### config.mk
export PLATFORM = sky130hd
export DESIGN_NAME = stmr_top
export DESIGN_NICKNAME = d
export VERILOG_FILES = /design/src/rtl/stmr_pkg.sv /design/src/rtl/stmr_timebase.sv /design/src/rtl/stmr_capture.sv /design/src/rtl/stmr_compare.sv /design/src/rtl/stmr_top.sv
export SDC_FILE = /design/constraint.sdc
export NUM_CORES = 1
export LEC_CHECK = 0
export ABC_AREA = 1
export BUFFER_PORTS_ARGS = -buffer_cell sky130_fd_sc_hd__buf_2
export CORE_ASPECT_RATIO = 0.75
export CORE_MARGIN = 1.5
export CORE_UTILIZATION = 45
export CTS_BUF_LIST = sky130_fd_sc_hd__clkbuf_8
export DETAILED_ROUTE_END_ITERATION = 8
export PLACE_DENSITY_LB_ADDON = 0.12
export SLEW_MARGIN = 20
export SYNTH_ARGS = -nofsm -noshare
export SYNTH_HDL_FRONTEND = slang
export SYNTH_HIERARCHICAL = 1
export SYNTH_SLANG_ARGS = --single-unit
### constraint.sdc
create_clock -name clk -period 2.5 [get_ports clk]
set_clock_uncertainty 0.2 [all_clocks]
set_input_delay 0.375 -clock clk [delete_from_list [all_inputs] [get_ports clk]]
set_output_delay 0.375 -clock clk [all_outputs]
set_load 0.03 [all_outputs]
### src/rtl/stmr_pkg.sv
`timescale 1ns/1ps
package stmr_pkg;
  // register addresses
  localparam int A_CTRL   = 0;
  localparam int A_PERIOD = 1;
  localparam int A_TLO    = 2;
  localparam int A_THI    = 3;
  localparam int A_CLO    = 4;
  localparam int A_CHI    = 5;
  localparam int A_STAT   = 6;
  localparam int CMP_BASE = 8;
  // control and status bit positions
  localparam int B_RUN    = 0;
  localparam int B_SEL    = 1;
  localparam int B_VALID  = 0;
  localparam int B_OVR    = 1;
  localparam int B_CMP0   = 2;
endpackage

### src/rtl/stmr_timebase.sv
`timescale 1ns/1ps
module stmr_timebase #(
  parameter int LO_W = 16,
  parameter int HI_W = 24
) (
  input  logic            clk,
  input  logic            rst_n,
  input  logic            run,
  input  logic [LO_W-1:0] period,
  input  logic            ld_lo,
  input  logic            ld_hi,
  input  logic [LO_W-1:0] ld_val_lo,
  input  logic [HI_W-1:0] ld_val_hi,
  input  logic            latch,
  output logic [LO_W-1:0] lo,
  output logic [HI_W-1:0] hi,
  output logic [HI_W-1:0] shadow,
  output logic            wrap_w
);
  // end of a period: at or beyond the programmed last value
  function automatic logic at_end(input logic [LO_W-1:0] cnt, input logic [LO_W-1:0] per);
    return cnt >= per;
  endfunction

  function automatic logic [LO_W-1:0] next_lo(input logic [LO_W-1:0] cnt, input logic [LO_W-1:0] per);
    return at_end(cnt, per) ? '0 : cnt + 1'b1;
  endfunction

  assign wrap_w = run && at_end(lo, period);

  always_ff @(posedge clk) begin
    if (!rst_n) begin
      lo     <= '0;
      hi     <= '0;
      shadow <= '0;
    end else begin
      if (ld_lo)    lo <= ld_val_lo;
      else if (run) lo <= next_lo(lo, period);
      if (ld_hi)       hi <= ld_val_hi;
      else if (wrap_w) hi <= hi + 1'b1;
      if (latch) shadow <= hi;
    end
  end

  // wrap clears the low field and steps the count, modulo its width
  a_r2_wrap: assert property (@(posedge clk) disable iff (!rst_n)
    (wrap_w && !ld_lo && !ld_hi) |=> (lo == '0 && hi == $past(hi) + 1'b1));
  a_r2_count: assert property (@(posedge clk) disable iff (!rst_n)
    (run && !wrap_w && !ld_lo && !ld_hi) |=> (lo == $past(lo) + 1'b1 && $stable(hi)));
  a_r2_hold: assert property (@(posedge clk) disable iff (!rst_n)
    (!run && !ld_lo && !ld_hi) |=> ($stable(lo) && $stable(hi)));
  a_r4_shadow: assert property (@(posedge clk) disable iff (!rst_n)
    !latch |=> $stable(shadow));
  a_r8_load: assert property (@(posedge clk) disable iff (!rst_n)
    ld_lo |=> lo == $past(ld_val_lo));
endmodule

### src/rtl/stmr_capture.sv
`timescale 1ns/1ps
module stmr_capture #(
  parameter int T_W = 40
) (
  input  logic           clk,
  input  logic           rst_n,
  input  logic           frame_start,
  input  logic           frame_end,
  input  logic           sel_end,
  input  logic [T_W-1:0] now,
  input  logic           clr_valid,
  input  logic           clr_ovr,
  output logic [T_W-1:0] cap,
  output logic           valid,
  output logic           ovr,
  output logic           cap_ev_w
);
  assign cap_ev_w = sel_end ? frame_end : frame_start;

  always_ff @(posedge clk) begin
    if (!rst_n) begin
      cap   <= '0;
      valid <= 1'b0;
      ovr   <= 1'b0;
    end else begin
      if (cap_ev_w) cap <= now;
      if (cap_ev_w)       valid <= 1'b1;
      else if (clr_valid) valid <= 1'b0;
      if (cap_ev_w && valid) ovr <= 1'b1;
      else if (clr_ovr)      ovr <= 1'b0;
    end
  end

  // selected strobe stores the time of its cycle, otherwise hold
  a_r5_cap: assert property (@(posedge clk) disable iff (!rst_n)
    cap_ev_w |=> (cap == $past(now) && valid));
  a_r5_hold: assert property (@(posedge clk) disable iff (!rst_n)
    !cap_ev_w |=> $stable(cap));
  // a second capture before clearing marks overrun
  a_r6_ovr: assert property (@(posedge clk) disable iff (!rst_n)
    (cap_ev_w && valid) |=> ovr);
endmodule

### src/rtl/stmr_compare.sv
`timescale 1ns/1ps
module stmr_compare #(
  parameter int LO_W = 16,
  parameter int HI_W = 24
) (
  input  logic            clk,
  input  logic            rst_n,
  input  logic            wr_lo,
  input  logic            wr_hi,
  input  logic [LO_W-1:0] wval_lo,
  input  logic [HI_W-1:0] wval_hi,
  input  logic            en,
  input  logic            run,
  input  logic [LO_W-1:0] lo,
  input  logic [HI_W-1:0] hi,
  input  logic            clr,
  output logic [LO_W-1:0] ref_lo,
  output logic [HI_W-1:0] ref_hi,
  output logic            evt,
  output logic            flag
);
  function automatic logic both_match(input logic [LO_W-1:0] a_lo, input logic [HI_W-1:0] a_hi,
                                      input logic [LO_W-1:0] b_lo, input logic [HI_W-1:0] b_hi);
    return (a_lo == b_lo) && (a_hi == b_hi);
  endfunction

  assign evt = en && run && both_match(lo, hi, ref_lo, ref_hi);

  always_ff @(posedge clk) begin
    if (!rst_n) begin
      ref_lo <= '0;
      ref_hi <= '0;
      flag   <= 1'b0;
    end else begin
      if (wr_lo) ref_lo <= wval_lo;
      if (wr_hi) ref_hi <= wval_hi;
      if (evt)      flag <= 1'b1;
      else if (clr) flag <= 1'b0;
    end
  end

  // an event always leaves its sticky flag behind; clearing works when idle
  a_r7_flag: assert property (@(posedge clk) disable iff (!rst_n)
    evt |=> flag);
  a_r7_clear: assert property (@(posedge clk) disable iff (!rst_n)
    (!evt && clr) |=> !flag);
endmodule

### src/rtl/stmr_top.sv
`timescale 1ns/1ps
module stmr_top #(
  parameter int LO_W   = 16,
  parameter int HI_W   = 24,
  parameter int N_CMP  = 2,
  parameter int ADDR_W = 4
) (
  input  logic              clk,
  input  logic              rst_n,
  input  logic              wr_en,
  input  logic              rd_en,
  input  logic [ADDR_W-1:0] addr,
  input  logic [HI_W-1:0]   wdata,
  output logic [HI_W-1:0]   rdata,
  input  logic              frame_start,
  input  logic              frame_end,
  output logic [N_CMP-1:0]  cmp_evt
);
  import stmr_pkg::*;

  localparam int T_W    = LO_W + HI_W;
  localparam int CTRL_W = 2 + N_CMP;
  localparam int STAT_W = 2 + N_CMP;

  logic              run_q, sel_q;
  logic [N_CMP-1:0]  en_q;
  logic [LO_W-1:0]   period_q;
  logic [LO_W-1:0]   t_lo;
  logic [HI_W-1:0]   t_hi, t_shadow;
  logic              wrap_w, cap_ev_w;
  logic [T_W-1:0]    cap;
  logic              cap_valid, cap_ovr;
  logic [STAT_W-1:0] clr_stat;
  logic [N_CMP-1:0]  cmp_flag;
  logic [N_CMP-1:0][LO_W-1:0] cmp_lo;
  logic [N_CMP-1:0][HI_W-1:0] cmp_hi;
  logic              wr_ctrl, wr_period, wr_tlo, wr_thi, wr_stat, rd_tlo;

  always_comb begin
    wr_ctrl   = wr_en && (int'(addr) == A_CTRL);
    wr_period = wr_en && (int'(addr) == A_PERIOD);
    wr_tlo    = wr_en && (int'(addr) == A_TLO);
    wr_thi    = wr_en && (int'(addr) == A_THI);
    wr_stat   = wr_en && (int'(addr) == A_STAT);
    rd_tlo    = rd_en && (int'(addr) == A_TLO);
    clr_stat  = wr_stat ? wdata[STAT_W-1:0] : '0;
  end

  always_ff @(posedge clk) begin
    if (!rst_n) begin
      run_q    <= 1'b0;
      sel_q    <= 1'b0;
      en_q     <= '0;
      period_q <= '1;
    end else begin
      if (wr_ctrl) {en_q, sel_q, run_q} <= wdata[CTRL_W-1:0];
      if (wr_period) period_q <= wdata[LO_W-1:0];
    end
  end

  stmr_timebase #(.LO_W(LO_W), .HI_W(HI_W)) u_tb (
    .clk(clk), .rst_n(rst_n), .run(run_q), .period(period_q),
    .ld_lo(wr_tlo), .ld_hi(wr_thi), .ld_val_lo(wdata[LO_W-1:0]), .ld_val_hi(wdata),
    .latch(rd_tlo), .lo(t_lo), .hi(t_hi), .shadow(t_shadow), .wrap_w(wrap_w)
  );

  stmr_capture #(.T_W(T_W)) u_cap (
    .clk(clk), .rst_n(rst_n), .frame_start(frame_start), .frame_end(frame_end),
    .sel_end(sel_q), .now({t_hi, t_lo}),
    .clr_valid(clr_stat[B_VALID]), .clr_ovr(clr_stat[B_OVR]),
    .cap(cap), .valid(cap_valid), .ovr(cap_ovr), .cap_ev_w(cap_ev_w)
  );

  for (genvar g = 0; g < N_CMP; g++) begin : g_cmp
    stmr_compare #(.LO_W(LO_W), .HI_W(HI_W)) u_cmp (
      .clk(clk), .rst_n(rst_n),
      .wr_lo(wr_en && (int'(addr) == CMP_BASE + 2*g)),
      .wr_hi(wr_en && (int'(addr) == CMP_BASE + 2*g + 1)),
      .wval_lo(wdata[LO_W-1:0]), .wval_hi(wdata),
      .en(en_q[g]), .run(run_q), .lo(t_lo), .hi(t_hi),
      .clr(clr_stat[B_CMP0+g]),
      .ref_lo(cmp_lo[g]), .ref_hi(cmp_hi[g]),
      .evt(cmp_evt[g]), .flag(cmp_flag[g])
    );
  end

  always_comb begin
    rdata = '0;
    case (int'(addr))
      A_CTRL:   rdata = HI_W'({en_q, sel_q, run_q});
      A_PERIOD: rdata = HI_W'(period_q);
      A_TLO:    rdata = HI_W'(t_lo);
      A_THI:    rdata = t_shadow;
      A_CLO:    rdata = HI_W'(cap[LO_W-1:0]);
      A_CHI:    rdata = cap[T_W-1:LO_W];
      A_STAT:   rdata = HI_W'({cmp_flag, cap_ovr, cap_valid});
      default: begin
        for (int k = 0; k < N_CMP; k++) begin
          if (int'(addr) == CMP_BASE + 2*k)     rdata = HI_W'(cmp_lo[k]);
          if (int'(addr) == CMP_BASE + 2*k + 1) rdata = cmp_hi[k];
        end
      end
    endcase
  end

  // a strobe on the unselected input leaves the capture state alone
  a_r5_ignore: assert property (@(posedge clk) disable iff (!rst_n)
    (!cap_ev_w && !wr_stat) |=> ($stable(cap) && $stable(cap_valid) && $stable(cap_ovr)));
  // the period count rolling over touches no status bit
  a_r3_silent: assert property (@(posedge clk) disable iff (!rst_n)
    (wrap_w && (&t_hi) && !cap_ev_w && !(|cmp_evt)) |=>
      ($stable(cap_valid) && $stable(cap_ovr) && $stable(cmp_flag)));
endmodule

**Yosys cells after proc, flatten, opt, wreduce, memory -nomap -nowiden**

Cells that the tools add are included.

- Flip-flop bits (word level): 208
- Bits of input ports: 34
- Output and inout bits: 26

- Add/sub/neg operators: 2
- $lt $le $gt $ge: 1
- Equal/unequal tests: 18
- Muxes and demuxes: 20
- Reductions and logical operators: 26

Operators by type and width:

| cell | number |
|---|---|
| $pmux 24 s7 | 1 |
| $mux 24 | 5 |
| $mux 16 | 4 |
| $eq 24x24->1 | 2 |
| $eq 16x16->1 | 2 |
| $add 24x1->24 const B | 1 |
| $eq 4x3->1 const B | 5 |
| $eq 4x4->1 const B | 5 |
| $logic_and 1x1->1 | 18 |
| $add 16x1->16 const B | 1 |
| $ge 16x16->1 | 1 |
| $eq 4x2->1 const B | 3 |
| $reduce_bool 2->1 | 6 |
| $mux 1 | 9 |
| $logic_not 4->1 | 2 |
| $eq 4x1->1 const B | 1 |
| $mux 4 | 1 |

**Longest topological paths before layout**

Gate-level depths: netlist of run 1.

- Depth in word-level cells: 6
- Depth in mapped cells: 16
- Gate-level depth less buffers: 15

**Modules after synthesis**

The synthesis of run 1 kept the hierarchy.

By module, submodules not included:

| module | instances | cells an instance | area an instance (µm²) |
|---|---|---|---|
| stmr_compare | 2 | 412 | 2,421.1 |
| stmr_timebase | 1 | 597 | 3,971.3 |
| stmr_top | 1 | 462 | 2,349.8 |
| stmr_capture | 1 | 236 | 1,805.5 |

**Worst setup path after synthesis of run 1**

OpenSTA, ideal clock, no wires.

- Kind: in2reg
- Start point: input wr_en
- End point: register g_cmp[0].u_cmp.ref_hi[12]
- Arrival time: 1,748 ps
- Required time: 2,167 ps
- Setup slack: 419 ps
- Stages on the path: 7
- Path buffers: 2
- Path through: clkbuf_1 > inv_1 > nor4_1 > inv_1 > clkbuf_1 > o21ai_0 > a21oi_1

- Longest elaborated chain between the ends: 1

Ends and longest elaborated chain:

| what | RTL line | RTL |
|---|---|---|
| start, declared | stmr_top.sv:10 | `input logic wr_en,` |
| $logic_and 1x1->1 | stmr_top.sv:78 | `.wr_hi(wr_en && (int'(addr) == CMP_BASE + 2*g + 1)),` |
| end signal, assigned | stmr_compare.sv:36 | `if (wr_hi) ref_hi <= wval_hi;` |
| end, declared | stmr_compare.sv:18 | `output logic [HI_W-1:0] ref_hi,` |

Every way passes these cells.
A chain may end at the register's enable or synchronous reset.

**Worst setup path in the final report of run 1**

- Start point: register u_tb.lo[5]
- End point: output cmp_evt[1]

- Longest elaborated chain between the ends: 3

Ends and longest elaborated chain:

| what | RTL line | RTL |
|---|---|---|
| start, declared | stmr_timebase.sv:15 | `output logic [LO_W-1:0] lo,` |
| start signal, assigned | stmr_timebase.sv:37 | `if (ld_lo) lo <= ld_val_lo;` |
| start signal, assigned | stmr_timebase.sv:38 | `else if (run) lo <= next_lo(lo, period);` |
| $eq 16x16->1 | stmr_compare.sv:24 | `return (a_lo == b_lo) && (a_hi == b_hi);` |
| $logic_and 1x1->1 | stmr_compare.sv:24 |  |
| $logic_and 1x1->1 | stmr_compare.sv:27 | `assign evt = en && run && both_match(lo, hi, ref_lo, ref_hi);` |
| end, declared | stmr_top.sv:17 | `output logic [N_CMP-1:0] cmp_evt` |

Every way passes these cells.

==> results of run 1 <==
-- registers in the layout, indices dropped and copies added (netlist names) --
signal and flops:
g_cmp.u_cmp/ref_hi 48, u_cap/cap 40, g_cmp.u_cmp/ref_lo 32, u_tb/hi 24
u_tb/shadow 24, period_q 16, u_tb/lo 16, en_q 2
g_cmp.u_cmp/flag 2, run_q 1, sel_q 1, u_cap/ovr 1
u_cap/valid 1
-- final timing paths --
kind	startpoint	endpoint	slack (ps)	cells past startpoint
max	u_tb/lo[5]	cmp_evt[1]	-100	9
min	wdata[4]	period_q[4]	30	3
max reg2reg	u_tb/hi[15]	g_cmp[1].u_cmp/flag	40	19
min reg2reg	g_cmp[0].u_cmp/flag	g_cmp[0].u_cmp/flag	280	2
-- power by group through the flow --
stage                     combinational (W)  clock, W  sequential [W]
after CTS                          0.000855   0.00349         0.00345
after floorplan                    0.000510         0         0.00352
after detailed placement           0.000817         0         0.00355
after global placement             0.000815         0         0.00354
final                              0.000892   0.00348         0.00345
after global routing               0.000967   0.00365         0.00346
-- worst max-delay path, cell delays in order, from the launching register on --
cell     delay (ps)
dfxtp_4         370
buf_4           160
nand2_2          70
nand2_1          50
nor2_1          120
nand4_1         120
nor2_1          150
nand2_1         120
nor2_4          140
buf_6           150
-- cell usage in the layout (no fill, tap or decap), types with 8 or more instances in the layout --
cell and n:
clkbuf_8 48, nand2_2 37, buf_12 13, a22oi_1 15, nor2_2 18, a21oi_1 117
xnor2_1 18, ha_1 17, dfxtp_1 166, o21ai_0 123, inv_1 247, buf_2 56
dfxtp_2 14, nand3_1 173, nand4_1 34, buf_6 17, nor2_1 294, buf_4 122
nand3b_1 48, dfxtp_4 28, nand2_1 582, xor2_1 20, inv_2 13, o21ai_1 8
dlygate4sd3_1 11
-- area by class of cell --
| type | count | area [sq um] | area share, % |
|---|---|---|---|
| repair buffers | 221 | 1800 | 11.3 |
| clock inverters | 22 | 125 | 0.784 |
| well taps | 385 | 482 | 3.02 |
| clock buffers | 48 | 661 | 4.14 |
| inverters | 249 | 942 | 5.91 |
| flip-flops and latches | 208 | 4290 | 26.9 |
| multi-input cells | 1574 | 7660 | 48.0 |
-- routing by layer --
metal | GRT usage [%] | share of wire, % | vias up
li1 | - | - | 7102
met1 | 56.7 | 44 | 6853
met2 | 53.9 | 39 | 870
met3 | 11.6 | 14 | 110
met4 | 11.4 | 2.8 | 2
met5 | 0 | 0.017 | -
-- per-stage QoR --
| stage | cell area, sq um | setup slack [ps] | cells | setup TNS (ps) | hold slack, ps |
|---|---|---|---|---|---|
| finish | 16000 | -98.0 | 2707 | -166 | 28.8 |
| global placement | 14200 | 172 | 2582 | 0 | 255 |
| floorplan | 13000 | 419 | 2118 | 0 | 239 |
| detailed placement | 14200 | 148 | 2582 | 0 | 255 |
| global route | 16000 | -158 | 2707 | -345 | 21.6 |
| CTS | 15700 | -69.2 | 2700 | -112 | 2.15 |
-- timing repair --
| item | 4_1_cts | 5_1_grt |
|---|---|---|
| hold endpoints to repair | 30 | 0 |
| hold buffers | 11 | 0 |
| setup buffers | 37 | 3 |
| pin swaps | 25 | 31 |
| gates cloned | 0 | 4 |
| setup endpoints to repair | 4 | 42 |
| resized for setup | 124 | 40 |
==> results.json, run 1 <==
{
  "status": "complete, but fails checks",
  "violations": "negative setup slack",
  "power.leakage_nw": 7.43,
  "worstPathArrival_ps": 2020,
  "dieHeight_microns": 150,
  "maxCapViolCount": 0,
  "clkSinkCount": 208,
  "drive_gt1_share_pct": 18.4,
  "antennaDiodeCount": 0,
  "fin_crit_sh_pct": 104,
  "tightest_slew_ps": 856,
  "critPathMaxFanout": 5,
  "fin_nets": 2345,
  "post-route-min-period_ps": 2600,
  "slew_violations": 0,
  "dp_hpwl_microns": 41800,
  "num_vias": 14900,
  "p_comb_share_pct": 11.4,
  "drt_iter0_drc": 2116,
  "area_delta_synth_final_pct": 23.0,
  "critPathKind": "register to output pin",
  "switching_share_pct": 29.7,
  "internal_power_w": 0.00550,
  "gp_congestion": 1.04,
  "clock_path_buffers": 3,
  "fill_cells": 2867,
  "drt_wl_total_microns": 57900,
  "wl_per_cell_microns": 21.4,
  "switching_power_w": 0.00232,
  "rows": 53,
  "dieArea_sq_um": 29800,
  "io_buffers": 59,
  "grt.total_usage_pct": 38.8,
  "final_hold_viol_count": 0,
  "relSlewSlack_pct": 42.9,
  "synth_fp_nets": 2170,
  "cp-start-kind": "register",
  "clock_latency_ps": 590,
  "clockPowerShare_pct": 44.5,
  "die_w_microns": 199,
  "cts_tree": "built",
  "grt_pass1_wl_microns": 84300,
  "drc": 0,
  "fin_util_pct": 56.6,
  "yosys_warnings": 6,
  "clock.fmax_ghz": 0.385,
  "via_per_inst": 5.52,
  "cts_root_buffer": "clkbuf_8",
  "share_seq_of_total_power_pct": 44.1,
  "p_per_area_nw_per_um2": 490,
  "avgSynthCellArea_sq_um": 6.12,
  "fin_total_pwr_w": 0.00782,
  "worst_slack_ps": -98.0,
  "cts_buffers": 39,
  "antenna_found_initial": 2,
  "hold_class": "input pin to register",
  "synthCells": 2118,
  "required_ps": 1920,
  "grt_pass1_vias": 13400,
  "initial_utilization_pct": 46.0,
  "rsz0062_at_grt": "yes",
  "htree_levels": 2,
  "coreArea_sq_um": 28200,
  "drtPass1Iterations": 6,
  "ant_nets": 0,
  "num_io_pins": 60,
  "syn-cell-area_sq_um": 13000,
  "grt.overflow.total": 0,
  "end_kind": "output pin",
  "peakVddDrop_mv": 0.436,
  "grt_max_degree": 65,
  "setup_viol": 2,
  "path_clk_slew_ps": 60
}
(Power assumes the default switching activity.)
==> run 2: changes to the inputs <==
==> constraint.sdc (replaced) <==
create_clock -name clk -period 2.5 [get_ports clk]
set_clock_uncertainty 0.2 [all_clocks]
set_input_delay 0.375 -clock clk [delete_from_list [all_inputs] [get_ports clk]]
set_output_delay 0.375 -clock clk [all_outputs]
set_load 0.005 [all_outputs]
==> run 2 against run 1 <==
  * The run still ends with negative setup slack left
  * First-iteration DRC count decreased by 11%
  * Design area down 1.6%
  * Combinational power fell by 3.5%
  * Die area stayed put
  * Clock power is 4% lower
  * Register-to-register slack better by 70 ps
  * Critical endpoint unchanged
  * Sequential power hardly changed
  * Flip-flop and latch count did not move
==> results.json, run 2 (synthesized netlist as in run 1, its figures left out) <==
{
  "worst_slack_ps": -61.8,
  "area_delta_synth_final_pct": 21.0,
  "end_kind": "output pin",
  "post-route-min-period_ps": 2560,
  "rsz0062_at_grt": "yes",
  "p_per_area_nw_per_um2": 487,
  "top_regs": "g_cmp.u_cmp/ref_hi (48), u_cap/cap (40), g_cmp.u_cmp/ref_lo (32)",
  "gp_congestion": 0.985,
  "htree_levels": 2,
  "drive_gt1_share_pct": 17.0,
  "internal_power_w": 0.00539,
  "fin_crit_sh_pct": 102,
  "layout_common_cells": "588 x nand2_1, 293 x nor2_1, 252 x inv_1, 175 x nand3_1, 164 x dfxtp_1",
  "top_register": "g_cmp.u_cmp/ref_hi",
  "grt.total_usage_pct": 37.6,
  "required_ps": 1920,
  "share_seq_of_total_power_pct": 45.1,
  "cts_root_buffer": "clkbuf_8",
  "place_area_sq_um": 14000,
  "hold_class": "input pin to register",
  "status": "complete, but fails checks",
  "grt_pass1_vias": 13000,
  "dp_hpwl_microns": 40500,
  "fin_util_pct": 55.7,
  "violations": "negative setup slack",
  "drt_iter0_drc": 1893,
  "relSlewSlack_pct": 39.3,
  "cp-start-kind": "register",
  "path_clk_slew_ps": 60,
  "worstPathArrival_ps": 1990,
  "m1WireLength_microns": 25400,
  "antennaDiodeCount": 0,
  "fill_cells": 2911,
  "switching_share_pct": 29.5,
  "num_vias": 14900,
  "cts_tree": "built",
  "wl_per_cell_microns": 21.1,
  "final_area_sq_um": 15700,
  "drt_wl_total_microns": 56700,
  "route.met3.wl_microns": 7650,
  "peakVddDrop_mv": 0.342,
  "dr.max_layer_used": "met4",
  "dp_cells": 2560,
  "die_w_microns": 199,
  "via_per_inst": 5.54,
  "drtPass1Iterations": 6,
  "cts_buffers": 38,
  "io_buffers": 59,
  "maxCapViolCount": 0,
  "clock.fmax_ghz": 0.390,
  "slew_violations": 0,
  "ant_nets": 0,
  "grt_max_degree": 65,
  "dieArea_sq_um": 29800,
  "num_io_pins": 60,
  "grt.overflow.total": 0,
  "critPathMaxFanout": 7,
  "fin_nets": 2324,
  "rows": 53,
  "fin_tns_setup_ps": -108,
  "drc": 0,
  "setup_viol": 2,
  "tightest_slew_ps": 907,
  "coreArea_sq_um": 28200,
  "fin_total_pwr_w": 0.00764,
  "critPathKind": "register to output pin",
  "grt_pass1_wl_microns": 81500,
  "dieHeight_microns": 150,
  "clockPowerShare_pct": 43.6,
  "clock_path_buffers": 3,
  "p_comb_share_pct": 11.3,
  "initial_utilization_pct": 46.0,
  "largest_register_ffs": 48,
  "final_hold_viol_count": 0,
  "antenna_found_initial": 3,
  "power.leakage_nw": 7.31,
  "clkSinkCount": 208,
  "switching_power_w": 0.00225,
  "dr_wl_met2_microns": 22000,
  "clock_latency_ps": 570,
  "stdcell_count": 2685,
  "final_common_cell": "nand2_1"
}
[run 2: repair_timing]
action | CTS | global route
setup endpoints to repair | 2 | 4
endpoints found under the hold margin | 27 | 0
gates resized for setup | 48 | 105
pin swaps | 6 | 30
setup buffers | 14 | 31
hold buffers | 12 | 0
gates cloned | 0 | 1
[run 2: area by class of cell]
type | count | area, sq um | area share, %
Clock buffer | 48 | 661 | 4.21
Clock inverter | 20 | 88.8 | 0.566
Inverter | 249 | 935 | 5.96
Multi-Input combinational cell | 1571 | 7580 | 48.3
Sequential cell | 208 | 4290 | 27.3
Tap cell | 385 | 482 | 3.07
Timing Repair Buffer | 204 | 1660 | 10.6
[run 2: through the flow]
step,setup slack (ps),hold slack [ps]
finish,-61.8,43.2
global route,-129,46.8
CTS,-120,6.10
detailed placement,212,259
global placement,291,251
floorplan,419,239
[run 2: worst paths after layout]
path / from / end / slack, ps / cells after the start
max: u_tb/hi[16] / cmp_evt[1] / -60 / 8
min: wdata[11] / period_q[11] / 40 / 3
max reg2reg: u_tb/hi[15] / g_cmp[0].u_cmp/flag / 110 / 19
min reg2reg: g_cmp[1].u_cmp/flag / g_cmp[1].u_cmp/flag / 270 / 2
[run 2: power groups by stage]
stage | combinational, W | sequential [W] | clock, W
floorplan | 0.000481 | 0.00352 | 0
global placement | 0.000779 | 0.00354 | 0
detailed placement | 0.000785 | 0.00354 | 0
CTS | 0.000813 | 0.00347 | 0.00339
global route | 0.000932 | 0.00345 | 0.00351
finish | 0.000861 | 0.00345 | 0.00333
[run 2: critical path: stages, from the launching register on]
cell,delay [ps]
dfxtp_2,490
or2_2,190
nand4_1,90
nor2_1,100
nand2_1,60
nor2_1,150
nand2_1,80
nor2_2,140
buf_2,130
[run 2: per-layer routing]
| metal | global-route usage [%] | up-vias |
|---|---|---|
| met5 | 0 | - |
| met4 | 11.7 | 0 |
| met3 | 11.4 | 117 |
| met2 | 51.1 | 878 |
| met1 | 55.6 | 6835 |
| li1 | - | 7050 |
==> run 3: changes to the inputs <==
--- a/config.mk
+++ b/config.mk
@@ -5,7 +5,6 @@
 export SDC_FILE = /design/constraint.sdc
 export NUM_CORES = 1
 export LEC_CHECK = 0
-export ABC_AREA = 1
 export BUFFER_PORTS_ARGS = -buffer_cell sky130_fd_sc_hd__buf_2
 export CORE_ASPECT_RATIO = 0.75
 export CORE_MARGIN = 1.5
==> run 3 against run 2 <==
  * The run still ends with negative setup slack left
  * Power fell by 1.1%
  * Critical path type is now register to register
  * Synthesized area fell by 8.3%
  * Synthesized cell count down 38%
  * Via count shrank 27%
  * Largest cell class unchanged
  * Worst setup slack got worse by 140 ps
  * Global-route usage shrank 6.4 points
  * Worst hold slack improved by 30 ps
  * Sequential share of layout area increased by 0.76 points
  * First-iteration DRC count fell by 45%
  * Combinational power decreased by 2%
==> results.json, run 3 <==
{
  "coreArea_sq_um": 26000,
  "critPathMaxFanout": 8,
  "cts_tree": "built",
  "gp_congestion": 0.932,
  "worst_path_max_delay_cell": "a311oi_4",
  "io_buffers": 59,
  "setup_viol": 44,
  "drt_wl_total_microns": 43400,
  "antennaDiodeCount": 0,
  "initial_utilization_pct": 45.8,
  "maxCapViolCount": 0,
  "clkSinkCount": 208,
  "final_common_cell": "dfxtp_1",
  "cts_buffers": 37,
  "wl_per_cell_microns": 23.4,
  "gr-usage-met2_pct": 43.3,
  "num_vias": 10900,
  "top_regs": "g_cmp.u_cmp/ref_hi (48), u_cap/cap (40), g_cmp.u_cmp/ref_lo (32)",
  "drtPass1Iterations": 5,
  "cp_cell_sequence": "inv_4, ha_4, nand2b_4, a2111o_1, a311oi_4, and2_4, nor4_4, or3_1",
  "post-route-min-period_ps": 2700,
  "violations": "negative setup slack",
  "dieArea_sq_um": 27400,
  "ant_nets": 0,
  "drt_iter0_drc": 1048,
  "clock_path_buffers": 3,
  "rows": 51,
  "num_io_pins": 60,
  "final_area_sq_um": 14900,
  "grt_pass1_wl_microns": 63500,
  "relSlewSlack_pct": 55.3,
  "worstPathArrival_ps": 2920,
  "fin_crit_sh_pct": 108,
  "dp_hpwl_microns": 31000,
  "clock_latency_ps": 550,
  "synth_fp_nets": 1355,
  "met1_usage_pct": 47.3,
  "final_hold_viol_count": 0,
  "slew_violations": 0,
  "fin_nets": 1533,
  "cts_root_buffer": "clkbuf_8",
  "p_per_area_nw_per_um2": 506,
  "area_delta_synth_final_pct": 25.6,
  "hold_class": "input pin to register",
  "top_register": "g_cmp.u_cmp/ref_hi",
  "rsz0062_at_grt": "yes",
  "globalRouteMet3Util_pct": 6.94,
  "crit_buf_inv": 1,
  "drive_gt1_share_pct": 26.4,
  "worst_slack_ps": -204,
  "avgSynthCellArea_sq_um": 9.13,
  "antenna_found_initial": 0,
  "cp-start-kind": "register",
  "required_ps": 2720,
  "grt.total_usage_pct": 31.2,
  "dieHeight_microns": 144,
  "power.leakage_nw": 6.13,
  "largest_register_ffs": 48,
  "critPathKind": "register to register",
  "syn-cell-area_sq_um": 11900,
  "busiest_layer": "met1",
  "grt_pass1_vias": 10200,
  "slowest_delay_ps": 510,
  "grt.overflow.total": 0,
  "layout_common_cells": "187 x dfxtp_1, 159 x mux2i_1, 153 x nand2_1, 107 x buf_4, 91 x nor2b_1",
  "critical_path.top_delay_family": "compound AO/OA/AOI/OAI gates",
  "clock.fmax_ghz": 0.370,
  "peakVddDrop_mv": 0.385,
  "yosys_warnings": 6,
  "drc": 0,
  "grt_max_degree": 122,
  "end_kind": "register",
  "die_w_microns": 191,
  "status": "complete, but fails checks",
  "via_per_inst": 5.88,
  "htree_levels": 2,
  "path_clk_slew_ps": 60,
  "tightest_slew_ps": 670,
  "place_area_sq_um": 13200,
  "synthCells": 1303,
  "fin_tns_setup_ps": -4470
}
[run 3: final timing paths]
check        cells past startpoint          from      endpoint  slack (ps)
min reg2reg                      2  u_cap/cap[3]  u_cap/cap[3]         260
max reg2reg                      8    u_tb/lo[0]   u_tb/hi[10]        -200
max                              8    u_tb/lo[0]   u_tb/hi[10]        -200
min                              3      wdata[0]   period_q[0]          70
[run 3: timing repair]
action / CTS / global route
buffers inserted: 15 / 9
pin swaps: 29 / 49
cloned: 1 / 2
setup endpoints to repair: 30 / 45
gates resized for setup: 50 / 69
hold buffers: 24 / 0
endpoints found under the hold margin: 51 / 0
[run 3: final cells by class]
class	count	area, sq um
fill	2384	11000
multi-input combinational	983	7560
sequential	208	4200
timing repair buffer	226	1880
clock buffer	50	688
tap	344	430
inverter	25	96.3
clock inverter	18	81.3
[run 3: layer usage]
metal	vias up	share of wire, %
li1	5019	-
met4	0	2.6
met2	452	40
met1	5351	49
met3	87	8.2
met5	-	0
[run 3: tightest hold or removal path, delay by kind of cell]
family / cells / cell delay (ps)
buffers and inverters: 1 / 210
AND/OR/NAND/NOR: 2 / 180
[run 3: stage by stage]
step | setup slack [ps] | util, % | instances | total power [W] | hold WS (ps)
floorplan | -33.5 | - | 1303 | 0.00392 | 234
global placement | -15.0 | 50.8 | 1736 | 0.00423 | 241
detailed placement | -47.2 | 50.8 | 1736 | 0.00424 | 254
CTS | -110 | 55.8 | 1843 | 0.00759 | 17.2
global route | -234 | 57.5 | 1854 | 0.00782 | 64.1
finish | -204 | 57.5 | 1854 | 0.00755 | 73.6
[run 3: power breakdown]
group | total [W] | leakage [nW] | switching [W] | internal, W
Sequential | 0.00341 | 1.69 | 0.0000454 | 0.00336
Combinational | 0.000845 | 4.00 | 0.000500 | 0.000345
Clock | 0.00330 | 0.439 | 0.00151 | 0.00179
